$ cat config.mk
export PLATFORM = sky130hd
export DESIGN_NAME = lpg_link_pulse_gen
export DESIGN_NICKNAME = d
export VERILOG_FILES = /design/src/rtl/lpg_pkg.sv /design/src/rtl/lpg_interval_timer.sv /design/src/rtl/lpg_burst_seq.sv /design/src/rtl/lpg_pulse_shaper.sv /design/src/rtl/lpg_link_pulse_gen.sv
export SDC_FILE = /design/constraint.sdc
export NUM_CORES = 1
export LEC_CHECK = 0
export BUFFER_PORTS_ARGS = -buffer_cell sky130_fd_sc_hd__buf_4
export CORE_MARGIN = 2
export CORE_UTILIZATION = 40
export DETAILED_ROUTE_END_ITERATION = 8
export PLACE_DENSITY = 0.54
export SLEW_MARGIN = 25
export SYNTH_ARGS = -nofsm -noshare
export SYNTH_HDL_FRONTEND = slang
export SYNTH_HIERARCHICAL = 1
export SYNTH_SLANG_ARGS = --single-unit
$ cat constraint.sdc
create_clock -name clk_i -period 5.05 [get_ports clk_i]
set_input_delay 0.7575 -clock clk_i [delete_from_list [all_inputs] [get_ports clk_i]]
set_output_delay 0.7575 -clock clk_i [all_outputs]
set_load 0.1 [all_outputs]
$ cat src/rtl/lpg_pkg.sv
package lpg_pkg;

  localparam int unsigned WORD_W   = 16;
  localparam int unsigned NUM_CLKP = WORD_W + 1;

  typedef enum logic {
    MODE_SINGLE = 1'b0,
    MODE_BURST  = 1'b1
  } lpg_mode_e;

  // nanoseconds -> cycles, rounded to nearest, floor of one cycle
  function automatic int unsigned ns_to_cyc(longint unsigned ns, longint unsigned hz);
    longint unsigned c;
    c = (ns * hz + 64'd500_000_000) / 64'd1_000_000_000;
    if (c == 0) c = 1;
    return int'(c);
  endfunction

  // offset of clock pulse k from the start of a burst
  function automatic int unsigned clk_slot(int unsigned k, int unsigned sp);
    return k * sp;
  endfunction

  // offset of the end-of-burst strobe from the start of a burst
  function automatic int unsigned burst_end(int unsigned sp, int unsigned pw);
    return clk_slot(WORD_W, sp) + pw;
  endfunction

endpackage

$ cat src/rtl/lpg_interval_timer.sv
module lpg_interval_timer #(
  parameter int unsigned PERIOD = 400000
) (
  input  logic clk_i,
  input  logic rst_ni,
  input  logic en_i,
  output logic frame_start_o
);
  localparam int unsigned CW = $clog2(PERIOD);

  logic          run_q;
  logic [CW-1:0] cnt_q;
  logic          last_cyc;

  assign last_cyc      = (cnt_q == CW'(PERIOD - 1));
  assign frame_start_o = run_q && (cnt_q == '0);

  always_ff @(posedge clk_i) begin
    if (!rst_ni) begin
      run_q <= 1'b0;
      cnt_q <= '0;
    end else if (!run_q) begin
      cnt_q <= '0;
      if (en_i) run_q <= 1'b1;
    end else if (last_cyc) begin
      cnt_q <= '0;
      if (!en_i) run_q <= 1'b0;
    end else begin
      cnt_q <= cnt_q + 1'b1;
    end
  end

  // a running frame wraps into a new frame start when enabled
  p_wrap_start_r5: assert property (@(posedge clk_i) disable iff (!rst_ni)
    (run_q && last_cyc && en_i) |=> frame_start_o);

  // an idle timer with enable low never starts a frame
  p_idle_quiet_r8: assert property (@(posedge clk_i) disable iff (!rst_ni)
    (!run_q && !en_i) |=> !frame_start_o);

endmodule

$ cat src/rtl/lpg_burst_seq.sv
module lpg_burst_seq #(
  parameter int unsigned WORD_W   = 16,
  parameter int unsigned CLK_SP   = 3125,
  parameter int unsigned DATA_OFF = 1550,
  parameter int unsigned PW       = 3
) (
  input  logic              clk_i,
  input  logic              rst_ni,
  input  logic              frame_start_i,
  input  logic              mode_i,
  input  logic [WORD_W-1:0] word_i,
  output logic              clk_hit_o,
  output logic              dat_hit_o,
  output logic              done_hit_o,
  output logic              active_o
);
  localparam int unsigned PCW = $clog2(CLK_SP);
  localparam int unsigned IW  = $clog2(WORD_W + 1);
  localparam int unsigned BW  = $clog2(WORD_W);

  logic              active_q;
  logic [PCW-1:0]    pcnt_q;
  logic [IW-1:0]     idx_q;
  logic [WORD_W-1:0] word_q;
  logic              start_burst;
  logic              gap_wrap;
  logic              bit_now;

  assign start_burst = frame_start_i && (mode_i == lpg_pkg::MODE_BURST);
  assign gap_wrap    = (pcnt_q == PCW'(CLK_SP - 1));
  assign bit_now     = word_q[idx_q[BW-1:0]];

  // a frame start always begins with a pulse (single or first clock)
  assign clk_hit_o  = frame_start_i || (active_q && (pcnt_q == '0));
  assign dat_hit_o  = active_q && (pcnt_q == PCW'(DATA_OFF)) &&
                      (idx_q < IW'(WORD_W)) && bit_now;
  assign done_hit_o = active_q && (idx_q == IW'(WORD_W)) && (pcnt_q == PCW'(PW));
  assign active_o   = active_q;

  always_ff @(posedge clk_i) begin
    if (!rst_ni) begin
      active_q <= 1'b0;
      pcnt_q   <= '0;
      idx_q    <= '0;
      word_q   <= '0;
    end else if (start_burst) begin
      active_q <= 1'b1;
      pcnt_q   <= PCW'(1);
      idx_q    <= '0;
      word_q   <= word_i;
    end else if (active_q) begin
      if (done_hit_o) active_q <= 1'b0;
      if (gap_wrap) begin
        pcnt_q <= '0;
        idx_q  <= idx_q + 1'b1;
      end else begin
        pcnt_q <= pcnt_q + 1'b1;
      end
    end
  end

  // the clock index never passes the last clock pulse
  p_idx_range_r3: assert property (@(posedge clk_i) disable iff (!rst_ni)
    active_q |-> (idx_q <= IW'(WORD_W)));

  // clock and data slots never coincide
  p_slots_apart_r4: assert property (@(posedge clk_i) disable iff (!rst_ni)
    !(clk_hit_o && dat_hit_o));

  // a new frame never starts while a burst is still running
  p_no_restart_r5: assert property (@(posedge clk_i) disable iff (!rst_ni)
    frame_start_i |-> !active_q);

  // the end strobe closes the burst
  p_done_closes_r6: assert property (@(posedge clk_i) disable iff (!rst_ni)
    done_hit_o |=> !active_q);

  // the latched word is held for the whole burst
  p_word_hold_r7: assert property (@(posedge clk_i) disable iff (!rst_ni)
    (active_q && !done_hit_o) |=> $stable(word_q));

endmodule

$ cat src/rtl/lpg_pulse_shaper.sv
module lpg_pulse_shaper #(
  parameter int unsigned PW = 3
) (
  input  logic clk_i,
  input  logic rst_ni,
  input  logic hit_i,
  input  logic done_hit_i,
  output logic pulse_o,
  output logic done_o
);
  localparam int unsigned CW = $clog2(PW + 1);

  logic [CW-1:0] left_q;
  logic          done_q;

  always_ff @(posedge clk_i) begin
    if (!rst_ni) begin
      left_q <= '0;
      done_q <= 1'b0;
    end else begin
      done_q <= done_hit_i;
      if (hit_i)               left_q <= CW'(PW);
      else if (left_q != '0)   left_q <= left_q - 1'b1;
    end
  end

  assign pulse_o = (left_q != '0);
  assign done_o  = done_q;

  // a pulse request never lands on a pulse still in progress
  p_no_overlap_r1: assert property (@(posedge clk_i) disable iff (!rst_ni)
    hit_i |-> (left_q == '0));

  // a request raises the output on the next cycle
  p_rise_r1: assert property (@(posedge clk_i) disable iff (!rst_ni)
    hit_i |=> pulse_o);

  // the strobe sits just after the final pulse, never on it
  p_done_clear_r6: assert property (@(posedge clk_i) disable iff (!rst_ni)
    done_o |-> (!pulse_o && $fell(pulse_o)));

endmodule

$ cat src/rtl/lpg_link_pulse_gen.sv
module lpg_link_pulse_gen #(
  parameter int unsigned CLK_HZ = 25_000_000
) (
  input  logic        clk_i,
  input  logic        rst_ni,
  input  logic        en_i,
  input  logic        mode_i,
  input  logic [15:0] code_word_i,
  output logic        pulse_o,
  output logic        burst_done_o
);
  import lpg_pkg::*;

  // every interval derived from the clock frequency
  localparam int unsigned PW       = ns_to_cyc(64'd100,        64'(CLK_HZ));
  localparam int unsigned CLK_SP   = ns_to_cyc(64'd125_000,    64'(CLK_HZ));
  localparam int unsigned DATA_OFF = ns_to_cyc(64'd62_000,     64'(CLK_HZ));
  localparam int unsigned PERIOD   = ns_to_cyc(64'd16_000_000, 64'(CLK_HZ));
  localparam int unsigned SPAN     = burst_end(CLK_SP, PW);

  if (!(PW < DATA_OFF && DATA_OFF + PW < CLK_SP && SPAN < PERIOD)) begin : g_bad_clk
    $error("lpg_link_pulse_gen: CLK_HZ too low for distinct pulse slots");
  end

  logic frame_start;
  logic clk_hit;
  logic dat_hit;
  logic done_hit;
  logic any_hit;
  logic seq_active;

  lpg_interval_timer #(.PERIOD(PERIOD)) u_timer (
    .clk_i         (clk_i),
    .rst_ni        (rst_ni),
    .en_i          (en_i),
    .frame_start_o (frame_start)
  );

  lpg_burst_seq #(
    .WORD_W   (WORD_W),
    .CLK_SP   (CLK_SP),
    .DATA_OFF (DATA_OFF),
    .PW       (PW)
  ) u_seq (
    .clk_i         (clk_i),
    .rst_ni        (rst_ni),
    .frame_start_i (frame_start),
    .mode_i        (mode_i),
    .word_i        (code_word_i),
    .clk_hit_o     (clk_hit),
    .dat_hit_o     (dat_hit),
    .done_hit_o    (done_hit),
    .active_o      (seq_active)
  );

  assign any_hit = clk_hit || dat_hit;

  lpg_pulse_shaper #(.PW(PW)) u_shape (
    .clk_i      (clk_i),
    .rst_ni     (rst_ni),
    .hit_i      (any_hit),
    .done_hit_i (done_hit),
    .pulse_o    (pulse_o),
    .done_o     (burst_done_o)
  );

  // a single-pulse frame never raises the end strobe
  p_single_no_done_r2: assert property (@(posedge clk_i) disable iff (!rst_ni)
    (frame_start && mode_i == MODE_SINGLE) |=> !seq_active);

  // the end strobe is one cycle wide
  p_done_one_cycle_r6: assert property (@(posedge clk_i) disable iff (!rst_ni)
    burst_done_o |=> !burst_done_o);

endmodule

After elaboration in Yosys (flattened, before gate mapping)
Cells that the tools add are included.
{"block": "word_totals", "reg_bits": 57, "word_cells": 53}
{"block": "op_classes", "n_addsub": 4, "n_lt_le_gt_ge": 2, "n_eq_ne": 5, "muxes": 13, "bitwise": 2, "n_reduce_logical": 18}
{"cell": "19-bit by 1-bit adder with 19-bit output (second input constant)", "n": 1}
{"cell": "19-bit equality test (second input constant)", "n": 1}
{"cell": "19-bit zero test", "n": 1}
{"cell": "12-bit by 1-bit adder with 12-bit output (second input constant)", "n": 1}
{"cell": "12-bit by 11-bit equality test with 1-bit output (second input constant)", "n": 1}
{"cell": "12-bit equality test (second input constant)", "n": 1}
{"cell": "12-bit by 2-bit equality test with 1-bit output (second input constant)", "n": 1}
{"cell": "12-bit zero test", "n": 1}
{"cell": "12-bit 2-to-1 mux", "n": 1}
{"cell": "1-bit 2-to-1 mux", "n": 9}
{"cell": "1-bit logical AND", "n": 8}
{"cell": "2-bit nonzero test", "n": 3}
{"cell": "5-bit by 1-bit adder with 5-bit output (second input constant)", "n": 1}
{"cell": "5-bit equality test (second input constant)", "n": 1}
{"cell": "4-bit by 5-bit < comparator with 1-bit output (second input constant)", "n": 1}
{"cell": "5-bit < comparator (second input constant)", "n": 1}
{"cell": "1-bit binary-select mux with 4-bit select", "n": 1}
{"cell": "2-bit 2-to-1 mux", "n": 2}
{"cell": "3-bit OR reduction", "n": 1}
{"cell": "1-bit logical OR", "n": 2}
{"cell": "1-bit inverter", "n": 2}
{"cell": "2-bit AND reduction", "n": 1}
{"cell": "2-bit OR reduction", "n": 1}
{"cell": "2-bit by 1-bit subtractor with 2-bit output (second input constant)", "n": 1}

Longest topological paths before layout
Gate-level depths: netlist of the first run.
{"block": "logic_depth", "word_depth": 6, "depth_mapped": 9, "depth_no_buf": 8}

By module
Netlist of the first run, hierarchy kept.
{"mod": "lpg_burst_seq", "n_inst": 1, "cells_per_inst": 195, "area_each_um2": 1670.4}
{"mod": "lpg_interval_timer", "n_inst": 1, "cells_per_inst": 110, "area_each_um2": 937.1}
{"mod": "lpg_pulse_shaper", "n_inst": 1, "cells_per_inst": 12, "area_each_um2": 123.9}
{"mod": "lpg_link_pulse_gen", "n_inst": 1, "cells_per_inst": 1, "area_each_um2": 6.3}

Worst setup path before layout of the first run
OpenSTA, ideal clock, no wires.
{"block": "synth_path", "kind": "reg-to-reg", "startpoint": "register u_timer.cnt_q[11]", "endpoint": "register u_seq.word_q[0]", "setup_ns": 0.076, "t_arrival_ns": 2.018, "required_time_ns": 4.974, "slack_ns": 2.957, "path_stages_with_launch": 10, "n_path_buf": 3, "synth_period_minus_slack_ns": 2.093, "path_cell_list": "dfxtp_1 > clkbuf_1 > nor4_1 > nand4_1 > nor4_1 > and2_1 > clkbuf_1 > clkbuf_1 > nand2_1 > a21boi_0"}
{"block": "synth_via", "elab_chain_len": 3}
{"element": "start, declared", "line_no": "lpg_interval_timer.sv:12", "text": "logic [CW-1:0] cnt_q;"}
{"element": "start signal, assigned", "line_no": "lpg_interval_timer.sv:29", "text": "cnt_q <= cnt_q + 1'b1;"}
{"element": "19-bit zero test", "line_no": "lpg_interval_timer.sv:16", "text": "assign frame_start_o = run_q && (cnt_q == '0);"}
{"element": "1-bit logical AND", "line_no": "lpg_interval_timer.sv:16"}
{"element": "via frame_start", "line_no": "lpg_link_pulse_gen.sv:25", "text": "logic frame_start;"}
{"element": "1-bit logical AND", "line_no": "lpg_burst_seq.sv:29", "text": "assign start_burst = frame_start_i && (mode_i == lpg_pkg::MODE_BURST);"}
{"element": "end signal, assigned", "line_no": "lpg_burst_seq.sv:50", "text": "word_q <= word_i;"}
{"element": "end, declared", "line_no": "lpg_burst_seq.sv:24", "text": "logic [WORD_W-1:0] word_q;"}
The timed path passes the listed nets, and every way through them passes these cells.
A chain may end at the register's enable or synchronous reset.

Worst setup path in the final report of the first run
{"block": "layout_path", "startpoint": "register u_timer.cnt_q[8]", "endpoint": "register u_seq.pcnt_q[3]"}
{"block": "layout_via", "elab_chain_len": 4}
{"element": "19-bit zero test", "line_no": "lpg_interval_timer.sv:16"}
{"element": "1-bit logical AND", "line_no": "lpg_interval_timer.sv:16"}
{"element": "via frame_start", "line_no": "lpg_link_pulse_gen.sv:25"}
{"element": "1-bit logical AND", "line_no": "lpg_burst_seq.sv:29"}
{"element": "2-bit OR reduction (no line)"}
{"element": "end signal, assigned", "line_no": "lpg_burst_seq.sv:57", "text": "pcnt_q <= pcnt_q + 1'b1;"}
{"element": "end, declared", "line_no": "lpg_burst_seq.sv:22", "text": "logic [PCW-1:0] pcnt_q;"}
The timed path passes the listed nets, and every way through them passes these cells.

==> impl_metrics.ini, run 1 <==
[floorplanning]
dieHeight_um = 86.7
floorplan.die_area_um2 = 7520
fp.dieW_um = 86.7
initial_core_util_pct = 40.7
core.rowCount = 30
coreArea_um2 = 6720
io_pins = 22

[global_route]
first_global_vias = 2058
grtUsageTotal_pct = 16.3
overflow = 0
grt_pass1_wl_mm = 9.60
antenna_found_initial = 0
grt_max_degree = 27

[clocking]
cts_buffers = 9
cts_sinks = 57
cts_buffer_depth = 2
clock_latency_ns = 0.33
cts_max_level = 3
root_buffer = clkbuf_8
cts_tree = yes
clk_pin_slew_ns = 0.07
post-cts-setup-buffer-count = 0
holdBufCountCts = 0
cts_resized = 0

[synthesis]
syn_nets = 345
synth_top_area_cell = dfxtp_1
syn_area_um2 = 2740
yosysWarnings = 6
synth_top_cell_area_share_pct = 41.7
avgSynthCellArea_um2 = 8.61
synthesis.instances = 318
ys_seq_elements = 57
yosysSeqAreaShare_pct = 41.7
synth_area_leaders = dfxtp_1 (42%), nand2_1 (7.7%), xnor2_1 (5.8%)
synth.distinct_cells = 47

[drt]
drt_first_pass_iters = 4
ant_nets = 0
drtIter0Drc = 59
drt-total-wl_mm = 5.54
vias = 2183
wl_per_cell_um = 13.1
drt-vias-per-instance = 5.15
drc = 0

[sta]
rsz0062_at_grt = false
fmax_ghz = 0.360
finalSetupTns_ns = 0
period_share_pct = 55.0
skew_ns = 0.00954
tightest_slew_ns = 0.657
setup_violations = 0
min_period_ns = 2.78
relSlewSlack_pct = 56.2
slew_viol_final = 0
hold_viol_final = 0

[critical_path]
path_class = flip-flop to flip-flop
r2r_slack_ns = 2.27
cp.arrival_ns = 2.99
critPathLaunchType = flip-flop
crit_path_end_kind = flip-flop
cp_max_fo = 19
cp.required_ns = 5.26

[place]
dp_hpwl_mm = 3.85
port_buffers = 21
gp_congestion = 0.755

[power]
p_seq_share_pct = 49.9
comb_power_share_pct = 10.4
internal_power_mw = 0.706
power_switching_mw = 0.243
ir_worst_vdd_mv = 0.125
clkPwrFrac_pct = 39.7
pwr_density_cell_nw_per_um2 = 304
finalPower_mw = 0.949
swShare_pct = 25.6
leakage_nw = 1.11

[cells_and_area]
antenna_cells = 0
areaGrowthSynthToFinish_pct = 14.2
drive_gt1_share_pct = 14.5
nNetsFinal = 366

[run]
drv_cap = 0

[outcome]
status = complete, no violations

[min_path]
hold_class = flip-flop to flip-flop
[worst max-delay path, stage by stage (launching register included)]
cell	delay, ns
dfxtp_1	0.37
nor4_1	0.37
nand4_1	0.15
nor4_1	0.44
nand2_1	0.51
nand2_1	0.35
or2_1	0.37
nor2_1	0.09
[registers in the layout, indices dropped and copies added, names as in the netlist]
name / count
u_seq/active_o: 1
u_shape/done_o: 1
u_shape/left_q: 2
u_timer/cnt_q: 19
u_seq/idx_q: 5
u_timer/run_q: 1
u_seq/word_q: 16
u_seq/pcnt_q: 12
[Yosys cell counts, drive strengths merged]
master / count
a2111oi: 1
a21boi: 16
a21o: 1
a21oi: 5
a22oi: 1
a31o: 2
a31oi: 1
and2: 2
and3: 5
buf: 5
clkbuf: 7
dfxtp: 57
ha: 7
inv: 11
mux2i: 9
mux4: 1
nand2: 56
nand2b: 1
nand3: 12
nand4: 13
nand4b: 1
nor2: 37
nor2b: 2
nor3: 8
nor4: 10
nor4bb: 1
o21a: 3
o21ai: 4
o311a: 1
o311ai: 1
or2: 2
or3: 3
or4: 3
or4b: 1
or4bb: 1
xnor2: 18
xor2: 9
[path summary, 6_finish.rpt]
check / from / to / depth (start not counted)
max: u_timer/cnt_q[8] / u_seq/pcnt_q[3] / 7
min: u_seq/word_q[2] / u_seq/word_q[2] / 2
max reg2reg: u_timer/cnt_q[8] / u_seq/pcnt_q[3] / 7
min reg2reg: u_seq/word_q[2] / u_seq/word_q[2] / 2
[through the flow]
stage	util (%)	cell area, µm²	instances	hold slack, ns	worst slack (ns)
CTS	46.5	3130	424	0.468	2.13
detailed placement	43.9	2950	408	0.457	2.15
global placement	43.9	2950	408	0.450	2.36
floorplan	-	2740	318	0.440	2.96
finish	46.5	3130	424	0.464	2.27
global route	46.5	3130	424	0.489	1.83
[metal layers]
layer	track usage [%]	wire length (µm)
met5	0	0
met1	22.3	2850
met2	24.2	2420
met3	3.43	159
met4	8.66	114
[cells in the final DEF, fill, tap and decap left out, types with 2 or more instances in the layout]
cell,n
clkbuf_8,11
or3_1,2
buf_4,22
nor2b_1,2
clkinv_2,3
nand3_1,11
clkbuf_1,2
inv_1,10
o21ai_0,3
xnor2_1,18
nand4_1,12
dfxtp_1,57
o21a_1,3
or2_1,2
xor2_1,9
and3_1,4
a21boi_0,16
ha_1,7
nor3_2,2
mux2i_1,9
or4_4,2
a21oi_1,5
nor2_1,37
and2_1,2
nor3_1,6
nor4_1,10
nand2_1,56
[cell type report]
type,instances,area [µm²]
fill,678,3590
multi-input combinational,238,1510
sequential,57,1140
timing repair buffer,22,165
clock buffer,13,159
tap,80,100
inverter,11,41.3
clock inverter,3,15.0
[kinds of logic after synthesis]
kind of cell	after synthesis	synth area share, %
AOI/OAI and AO/OA	36	9.51
xor gates and xnor gates	27	8.64
adders and majority gates	7	3.20
buffers and inverters	23	3.61
DFF	57	41.7
muxes	10	4.11
and+or+nand+nor	158	29.3
[power by group through the flow]
| stage | clock network, mW | registers [mW] | logic [mW] |
|---|---|---|---|
| 2_1_floorplan | 0 | 0.479 | 0.0749 |
| 3_3_place_gp | 0 | 0.483 | 0.0999 |
| 3_5_place_dp | 0 | 0.483 | 0.101 |
| 4_1_cts | 0.392 | 0.473 | 0.101 |
| 5_1_grt | 0.413 | 0.475 | 0.110 |
| 6_report | 0.377 | 0.473 | 0.0991 |
Note: power is estimated with default switching activity, not from simulation.
==> run 2: changes to the inputs <==
- PLACE_DENSITY: 0.54 -> 0.56
- clock period: 5.05 -> 2.5 ns (I/O delays scaled with it)
==> run 2 against run 1 <==
Non-clock buffer count rose by 7. Maximum frequency rose by 31%. Register-to-register slack got worse by 1.9 ns. Clock skew fell by 0.0048 ns. Worst setup slack got worse by 1.9 ns. Largest power group unchanged.
==> impl_metrics.ini, run 2 (synthesis gave the netlist of run 1 again) <==
[outcome]
status = complete, no violations

[cells_and_area]
regMostFlops = u_timer/cnt_q
largest_reg_flops = 19
reg_top3 = u_timer/cnt_q x19, u_seq/word_q x16, u_seq/pcnt_q x12
nNetsFinal = 373
fin_util_pct = 47.3
antenna_cells = 0
layout_commonest_cell = dfxtp_1
stdcell_count = 431
drive_gt1_share_pct = 16.2
areaGrowthSynthToFinish_pct = 16.1
layout_common_cells = dfxtp_1 (57), nand2_1 (56), nor2_1 (37), buf_4 (29), xnor2_1 (18)
final_cell_area_um2 = 3180

[min_path]
hold_depth = 3
hold_class = input pin to flip-flop

[drt]
drt-total-wl_mm = 5.58
drtIter0Drc = 88
ant_nets = 0
wl_per_cell_um = 12.9
drt-vias-per-instance = 5.07
drc = 0
drt_first_pass_iters = 4
vias = 2184

[critical_path]
cp_cell_sequence = nor4_1 > nand4_1 > nor4_1 > nand2_1 > nand2_1 > or2_1 > nor2_1
cp_max_fo = 11
reg2reg_depth = 7
cp.arrival_ns = 2.33
slowest_delay_ns = 0.39
path_class = flip-flop to flip-flop
critPathLaunchType = flip-flop
crit_path_end_kind = flip-flop
critPathSlowestCell = nor4_1
cp.required_ns = 2.71

[run]
drv_cap = 0

[floorplanning]
floorplan.die_area_um2 = 7520
coreArea_um2 = 6720
core.rowCount = 30
dieHeight_um = 86.7
io_pins = 22
fp.dieW_um = 86.7
initial_core_util_pct = 40.7

[sta]
min_period_ns = 2.13
timing.final.ws_setup_ns = 0.372
fmax_ghz = 0.470
rsz0062_at_grt = false
hold_viol_final = 0
period_share_pct = 85.1
setup_violations = 0
finalSetupTns_ns = 0
fin_hold_ws_ns = 0.235
skew_ns = 0.00473
tightest_slew_ns = 0.591
relSlewSlack_pct = 60.2
slew_viol_final = 0

[clocking]
cts_tree = yes
clock_latency_ns = 0.33
holdBufCountCts = 0
clk_pin_slew_ns = 0.06
root_buffer = clkbuf_8
cts_max_level = 3
cts_buffers = 9
cts_resized = 0
cts_sinks = 57
cts_buffer_depth = 2
post-cts-setup-buffer-count = 0

[global_route]
first_global_vias = 2062
grt_max_degree = 27
antenna_found_initial = 0
grtUsageTotal_pct = 16.5
overflow = 0
grt_pass1_wl_mm = 9.67

[place]
preCtsSetupSlack_ns = 0.349
port_buffers = 21
placed_cell_area_um2 = 3010
gp_congestion = 0.816
placedCellCount = 415
dp_hpwl_mm = 3.90

[power]
ir_worst_vdd_mv = 0.329
pwr_density_cell_nw_per_um2 = 606
leakage_nw = 1.14
finalPower_mw = 1.93
==> run 2: routing by layer <==
layer / track usage [%] / vias up / wire length, µm
met5: 0 / - / 0
met4: 5.40 / 0 / 95
met3: 6.00 / 11 / 242
met2: 24.7 / 32 / 2410
met1: 22.1 / 994 / 2830
li1: - / 1147 / -
==> run 2: cell type report <==
type,count,area (µm²)
well taps,80,100
clock buffers,13,159
fillers,663,3540
multi-input cells,238,1510
inverters,11,41.3
flip-flops and latches,57,1140
clock inverters,3,15.0
repair buffers,29,218
==> run 2: power by group <==
group	total, mW	switching [mW]	internal (mW)
clock network	0.760	0.351	0.409
logic	0.213	0.124	0.0889
registers	0.952	0.0159	0.936
==> run 2: path summary, 6_finish.rpt <==
| check | slack, ns | start | endpoint |
|---|---|---|---|
| max reg2reg | 0.37 | u_timer/cnt_q[8] | u_seq/pcnt_q[10] |
| max | 0.37 | u_timer/cnt_q[8] | u_seq/pcnt_q[10] |
| min | 0.23 | en_i | u_timer/run_q |
| min reg2reg | 0.46 | u_seq/word_q[10] | u_seq/word_q[10] |
==> run 2: critical path, delay by kind of cell (launching register included) <==
kind,cells,cell delay [ns]
simple gates,7,1.64
flops,1,0.37
